==> src/rtl/ring_fifo_pkg.sv <==
package ring_fifo_pkg;

  typedef enum logic [1:0] {
    OP_IDLE = 2'b00,
    OP_POP  = 2'b01,
    OP_PUSH = 2'b10,
    OP_BOTH = 2'b11
  } fifo_op_t;

endpackage

==> src/rtl/ring_fifo_ptr.sv <==
module ring_fifo_ptr #(
  parameter int DEPTH = 8,
  parameter int AW    = 3
) (
  input  logic          clk,
  input  logic          rst_n,
  input  logic          adv,
  output logic [AW-1:0] addr
);

  localparam logic [AW-1:0] LAST = AW'(DEPTH - 1);

  logic [AW-1:0] addr_d, addr_q;

  always_comb begin
    addr_d = addr_q;
    if (adv) begin
      if (addr_q == LAST) addr_d = '0;
      else                addr_d = addr_q + 1'b1;
    end
  end

  always_ff @(posedge clk or negedge rst_n) begin
    if (!rst_n) addr_q <= '0;
    else        addr_q <= addr_d;
  end

  assign addr = addr_q;

  AST_PTR_STEP: assert property (@(posedge clk) disable iff (!rst_n)
    adv |=> addr == (($past(addr) == LAST) ? '0 : $past(addr) + 1'b1));
  AST_PTR_HOLD: assert property (@(posedge clk) disable iff (!rst_n)
    !adv |=> $stable(addr));
  AST_PTR_RANGE: assert property (@(posedge clk) disable iff (!rst_n)
    addr <= LAST);

endmodule

==> src/rtl/ring_fifo_occ.sv <==
module ring_fifo_occ
  import ring_fifo_pkg::*;
#(
  parameter int DEPTH = 8,
  parameter int CW    = 4
) (
  input  logic          clk,
  input  logic          rst_n,
  input  logic          push,
  input  logic          pop,
  output logic [CW-1:0] count,
  output logic          full,
  output logic          empty
);

  localparam logic [CW-1:0] CAP = CW'(DEPTH);

  fifo_op_t      op;
  logic [CW-1:0] cnt_d, cnt_q;

  assign op = fifo_op_t'({push, pop});

  always_comb begin
    cnt_d = cnt_q;
    unique case (op)
      OP_PUSH: if (cnt_q != CAP) cnt_d = cnt_q + 1'b1;
      OP_POP:  cnt_d = cnt_q - 1'b1;
      OP_BOTH: cnt_d = cnt_q;
      default: cnt_d = cnt_q;
    endcase
  end

  always_ff @(posedge clk or negedge rst_n) begin
    if (!rst_n) cnt_q <= '0;
    else        cnt_q <= cnt_d;
  end

  assign count = cnt_q;
  assign full  = (cnt_q == CAP);
  assign empty = (cnt_q == '0);

  AST_NO_OVERFLOW: assert property (@(posedge clk) disable iff (!rst_n)
    count <= CAP);
  AST_COUNT_STEP: assert property (@(posedge clk) disable iff (!rst_n)
    1'b1 |=> (count == $past(count) || count == $past(count) + 1'b1
              || count == $past(count) - 1'b1));
  AST_FLAGS_EXCL: assert property (@(posedge clk) disable iff (!rst_n)
    !(full && empty));

endmodule

==> src/rtl/ring_fifo_store.sv <==
module ring_fifo_store #(
  parameter int DEPTH = 8,
  parameter int WIDTH = 8,
  parameter int AW    = 3
) (
  input  logic             clk,
  input  logic             rst_n,
  input  logic             we,
  input  logic [AW-1:0]    waddr,
  input  logic [WIDTH-1:0] wdata,
  input  logic             re,
  input  logic [AW-1:0]    raddr,
  output logic [WIDTH-1:0] rdata
);

  logic [WIDTH-1:0] mem [DEPTH];
  logic [WIDTH-1:0] rdata_d, rdata_q;

  always_ff @(posedge clk) begin
    if (we) mem[waddr] <= wdata;
  end

  always_comb begin
    rdata_d = rdata_q;
    if (re) rdata_d = mem[raddr];
  end

  always_ff @(posedge clk or negedge rst_n) begin
    if (!rst_n) rdata_q <= '0;
    else        rdata_q <= rdata_d;
  end

  assign rdata = rdata_q;

  AST_RDATA_HOLD: assert property (@(posedge clk) disable iff (!rst_n)
    !re |=> $stable(rdata));

endmodule

==> src/rtl/ring_fifo.sv <==
module ring_fifo #(
  parameter int DEPTH = 8,
  parameter int WIDTH = 8
) (
  input  logic                       clk,
  input  logic                       rst_n,
  input  logic                       wr_en,
  input  logic [WIDTH-1:0]           wr_data,
  input  logic                       rd_en,
  output logic [WIDTH-1:0]           rd_data,
  output logic                       full,
  output logic                       empty,
  output logic [$clog2(DEPTH+1)-1:0] count
);

  localparam int AW = (DEPTH > 1) ? $clog2(DEPTH) : 1;
  localparam int CW = $clog2(DEPTH + 1);
  localparam logic [CW-1:0] CAP = CW'(DEPTH);

  logic [AW-1:0] waddr, raddr;
  logic          pop, radv;
  logic [CW-1:0] gap;

  // A read is accepted only when data is held. A write into a full queue
  // drags the read slot forward so the oldest word is dropped.
  assign pop  = rd_en & ~empty;
  assign radv = pop | (wr_en & full);

  ring_fifo_ptr #(.DEPTH(DEPTH), .AW(AW)) u_wptr (
    .clk(clk), .rst_n(rst_n), .adv(wr_en), .addr(waddr)
  );

  ring_fifo_ptr #(.DEPTH(DEPTH), .AW(AW)) u_rptr (
    .clk(clk), .rst_n(rst_n), .adv(radv), .addr(raddr)
  );

  ring_fifo_occ #(.DEPTH(DEPTH), .CW(CW)) u_occ (
    .clk(clk), .rst_n(rst_n), .push(wr_en), .pop(pop),
    .count(count), .full(full), .empty(empty)
  );

  ring_fifo_store #(.DEPTH(DEPTH), .WIDTH(WIDTH), .AW(AW)) u_store (
    .clk(clk), .rst_n(rst_n), .we(wr_en), .waddr(waddr), .wdata(wr_data),
    .re(pop), .raddr(raddr), .rdata(rd_data)
  );

  // Wrapped distance between pointers, used only by the checks below.
  always_comb begin
    if (waddr >= raddr) gap = CW'(waddr) - CW'(raddr);
    else                gap = CW'(waddr) + CAP - CW'(raddr);
  end

  AST_COUNT_MATCH: assert property (@(posedge clk) disable iff (!rst_n)
    (count == gap) || (count == CAP && gap == '0));
  AST_RADDR_MOVES: assert property (@(posedge clk) disable iff (!rst_n)
    (rd_en && !empty) |=> raddr != $past(raddr) || DEPTH == 1);
  AST_RADDR_STILL: assert property (@(posedge clk) disable iff (!rst_n)
    (!rd_en && !full) |=> $stable(raddr));
  AST_EMPTY_READ: assert property (@(posedge clk) disable iff (!rst_n)
    (rd_en && !wr_en && empty) |=> (empty && $stable(rd_data)));
  AST_FULL_WRITE: assert property (@(posedge clk) disable iff (!rst_n)
    (wr_en && full) |=> full);

endmodule

==> config.mk <==
export PLATFORM = sky130hd
export DESIGN_NAME = ring_fifo
export DESIGN_NICKNAME = d
export VERILOG_FILES = /design/src/rtl/ring_fifo_pkg.sv /design/src/rtl/ring_fifo_ptr.sv /design/src/rtl/ring_fifo_occ.sv /design/src/rtl/ring_fifo_store.sv /design/src/rtl/ring_fifo.sv
export SDC_FILE = /design/constraint.sdc
export NUM_CORES = 1
export LEC_CHECK = 0
export BUFFER_PORTS_ARGS = -buffer_cell sky130_fd_sc_hd__buf_4
export CAP_MARGIN = 5
export CORE_AREA = 5 5 100 102
export CTS_BUF_LIST = sky130_fd_sc_hd__clkbuf_16
export DETAILED_ROUTE_END_ITERATION = 8
export DIE_AREA = 0 0 105 107
export PLACE_DENSITY_LB_ADDON = 0.12
export SLEW_MARGIN = 20
export SYNTH_ARGS = -nofsm -noshare
export SYNTH_HDL_FRONTEND = slang
export SYNTH_SLANG_ARGS = --single-unit
==> constraint.sdc <==
create_clock -name clk -period 3.9 [get_ports clk]
set_clock_uncertainty 0.1 [all_clocks]
set_input_delay 1.17 -clock clk [delete_from_list [all_inputs] [get_ports clk]]
set_output_delay 1.17 -clock clk [all_outputs]
set_load 0.005 [all_outputs]
==> results.md <==
* Crit end category: flip-flop
* DR pass1 iterations at 7
* Reg-to-reg startpoint: u_occ.count[0]
* Syn-to-layout area delta at 15.9%
* Sequential share of the synthesized area at just under 70%
* Syn avg cell area at approximately 16 um^2
* Max-cap violations at 0
* Global-route usage over all layers at 12.0%
* Clk buf depth at 2
* Tightest Pin Transition at 0.890 ns
* Min-delay src: u_store.rdata[7]
* Worst r2r dst: u_occ.count[3]
* WL/cell at around 17 um
* Relative slew slack at between 40% and 50%
* Clock sinks at slightly above 80
* Vias/cell at roughly 5
* Root cell of the clock tree: clkbuf_16
* Core region area at about 9000 um^2
* Reg clk slew, reported paths at approximately 0.060 ns
* Pleak at about 1.5 nW
* DRT Wirelength at approximately 6300 um
* Total CTS buffers at 9
* Die width at roughly 110 um
* DRC at 0
* Syn Nets at 238
* Crit Path Category: flip-flop to flip-flop
* Vias in the first global route at approximately 1800
* WHS at 0.380 ns
* F_max at between 0.3 and 0.4 GHz
* HPWL after DPL at about 4200 um
* Post-synthesis cell count at 219
* CTS H-tree lvls at 3
* WP data required at approximately 4.0 ns
* Nets@finish at ~270
* I/O pins at 26
* Iteration-0 DRC Markers at between 60 and 70
* Register-to-register setup slack at just over 0.8 ns
* Synth cell types at 37
* Hold path depth at 2
* #FFs+latches synth at roughly 80
* Fin util at 44.9%
* Worst setup SP type: flip-flop
* Ys async rst share at between 20% and 30%
* Global-route wire length before repair at 10200 um
* Dpl cells at roughly 350
* VDD IR max at around 0.32 mV
* Dominant synthesized flop cell: edfxtp_1
* Power per cell area at 741 nW/um^2
* RSZ-0062 raised after global routing: no
* Largest net degree at the start of global routing at 36
* Final setup fails at 0
* Mapped cell area at 3500 um^2
* Setup TNS at 0 ns
* Post-CTS Setup Bufs at 0
* CTS tree: yes
* Status: finished clean
* Post-route insts no fill at around 370
* Crit path arrival time at roughly 3.2 ns
* Worst Reg-to-Reg Cells at 9
* N_diodes at 0
* Initial Util at 38.8%
* Via count at approximately 1800
* Initial antenna violation count at 0
* Die area at around 11000 um^2
* CP max FO at 17
* Post-CTS Hold Fix Bufs at 0
* Hold EP: u_store.rdata[7]
* Worst-Skew Late Latency at about 0.33 ns
* Proportion of layout cells with a drive suffix above 1 at about 29%
* Worst min path class: flip-flop to flip-flop
* Die Ht at ~110 um
* Grt ovf at 0
* Final Wtd Congestion at between 0.6 and 0.7
* EDFF count, synth at 64
* Final hold viol count at 0
* Cell row count at 35
* Minimum clock period after layout at about 3.1 ns
* I/O Buffers at 25
* Final ANT Viol Nets at 0
* Post_cts resized at 0
* Post-route clock period utilization at around four fifths
* Yosys warnings at 0
* Final max-slew violation count at 0
==> sequential cells by signal (all words and copies together), names as in the netlist <==
register,flops
u_occ.count,4
u_rptr.addr,3
u_store.mem,64
u_store.rdata,8
u_wptr.addr,3
==> final cells by class <==
cell class                 instances  area [um^2]
timing repair buffer              30          225
inverter                           5         18.8
clock inverter                     7         55.1
clock buffer                       9          225
fill                             790         4970
sequential                        82         2370
multi-input combinational        121         1020
tap                              111          139
==> power by group <==
part / leakage, nW / switching, mW / internal (mW)
sequential: 0.796 / 0.103 / 1.13
clock: 0.131 / 0.344 / 0.436
combinational: 0.582 / 0.514 / 0.479
total: 1.51 / 0.961 / 2.04
==> worst max-delay path by stage <==
stage	from	endpoint	slack, ns	cells after the start
2_1_floorplan	rd_en	u_occ.count[3]	1.02	9
3_3_place_gp	rd_en	u_occ.count[3]	0.81	9
3_5_place_dp	rd_en	u_occ.count[3]	0.77	9
4_1_cts	u_occ.count[0]	u_occ.count[3]	0.78	9
5_1_grt	u_occ.count[0]	u_occ.count[3]	0.50	9
6_report	u_occ.count[0]	u_occ.count[3]	0.81	9
==> logic make-up (layout without fill, tap and decap cells) <==
kind of cell / after synthesis / after routing / share of synthesized area, %
flops: 82 / 82 / 67.9
mux: 38 / 38 / 11.8
simple gates: 37 / 37 / 4.90
compound gates: 36 / 36 / 8.88
buf+inv: 16 / 51 / 3.04
fa+ha+maj: 7 / 7 / 2.72
xor+xnor: 3 / 3 / 0.752
==> metal layers <==
metal | wire [um] | track usage, % | vias to the layer above | part of all wire [%]
met1 | 3010 | 16.0 | 881 | 48
li1 | - | - | 905 | -
met2 | 3070 | 18.9 | 25 | 49
met4 | 72 | 5.75 | 0 | 1.1
met5 | 0 | 0 | - | 0
met3 | 157 | 2.35 | 5 | 2.5
==> critical path: stages, from the launching register on <==
cell and delay [ns]:
dfrtp_1 0.41, or3_1 0.62, o21ai_4 0.47, nand2b_1 0.20, inv_1 0.07, ha_1 0.27
a211oi_1 0.34, o21ai_0 0.16, o22a_1 0.21, o221ai_1 0.15
==> cell usage after synthesis (all sizes together) (6+ instances only) <==
| cell type | n | area (um^2) |
|---|---|---|
| mux2 | 21 | 244 |
| nand2 | 14 | 52.6 |
| o21ai | 11 | 77.6 |
| buf | 11 | 87.6 |
| mux2i | 17 | 170 |
| nor2 | 12 | 52.6 |
| ha | 6 | 75.1 |
| o22ai | 10 | 82.6 |
| edfxtp | 64 | 1920 |
| dfrtp | 18 | 450 |
| a221o | 8 | 80.1 |
==> through the flow <==
stage / total power [mW] / setup slack (ns) / area, um^2
final: 3.00 / 0.809 / 4050
after global routing: 3.20 / 0.504 / 4050
after CTS: 3.05 / 0.780 / 4050
after detailed placement: 2.26 / 0.767 / 3770
after global placement: 2.25 / 0.810 / 3770
after floorplan: 1.97 / 1.02 / 3500
==> cell usage in the layout (no fill, tap or decap), drive strengths merged <==
master / n
edfxtp: 64
buf: 30
mux2: 21
dfrtp: 18
mux2i: 17
nand2: 14
nor2: 12
o21ai: 11
o22ai: 10
clkbuf: 9
a221o: 8
inv: 8
ha: 6
nand2b: 5
clkinvlp: 3
or3: 2
nor3: 2
nor2b: 2
xnor2: 2
o211ai: 2
o2bb2ai: 1
xor2: 1
a31oi: 1
a211oi: 1
o22a: 1
o221ai: 1
fa: 1
clkinv: 1
(Power assumes the default switching activity.)
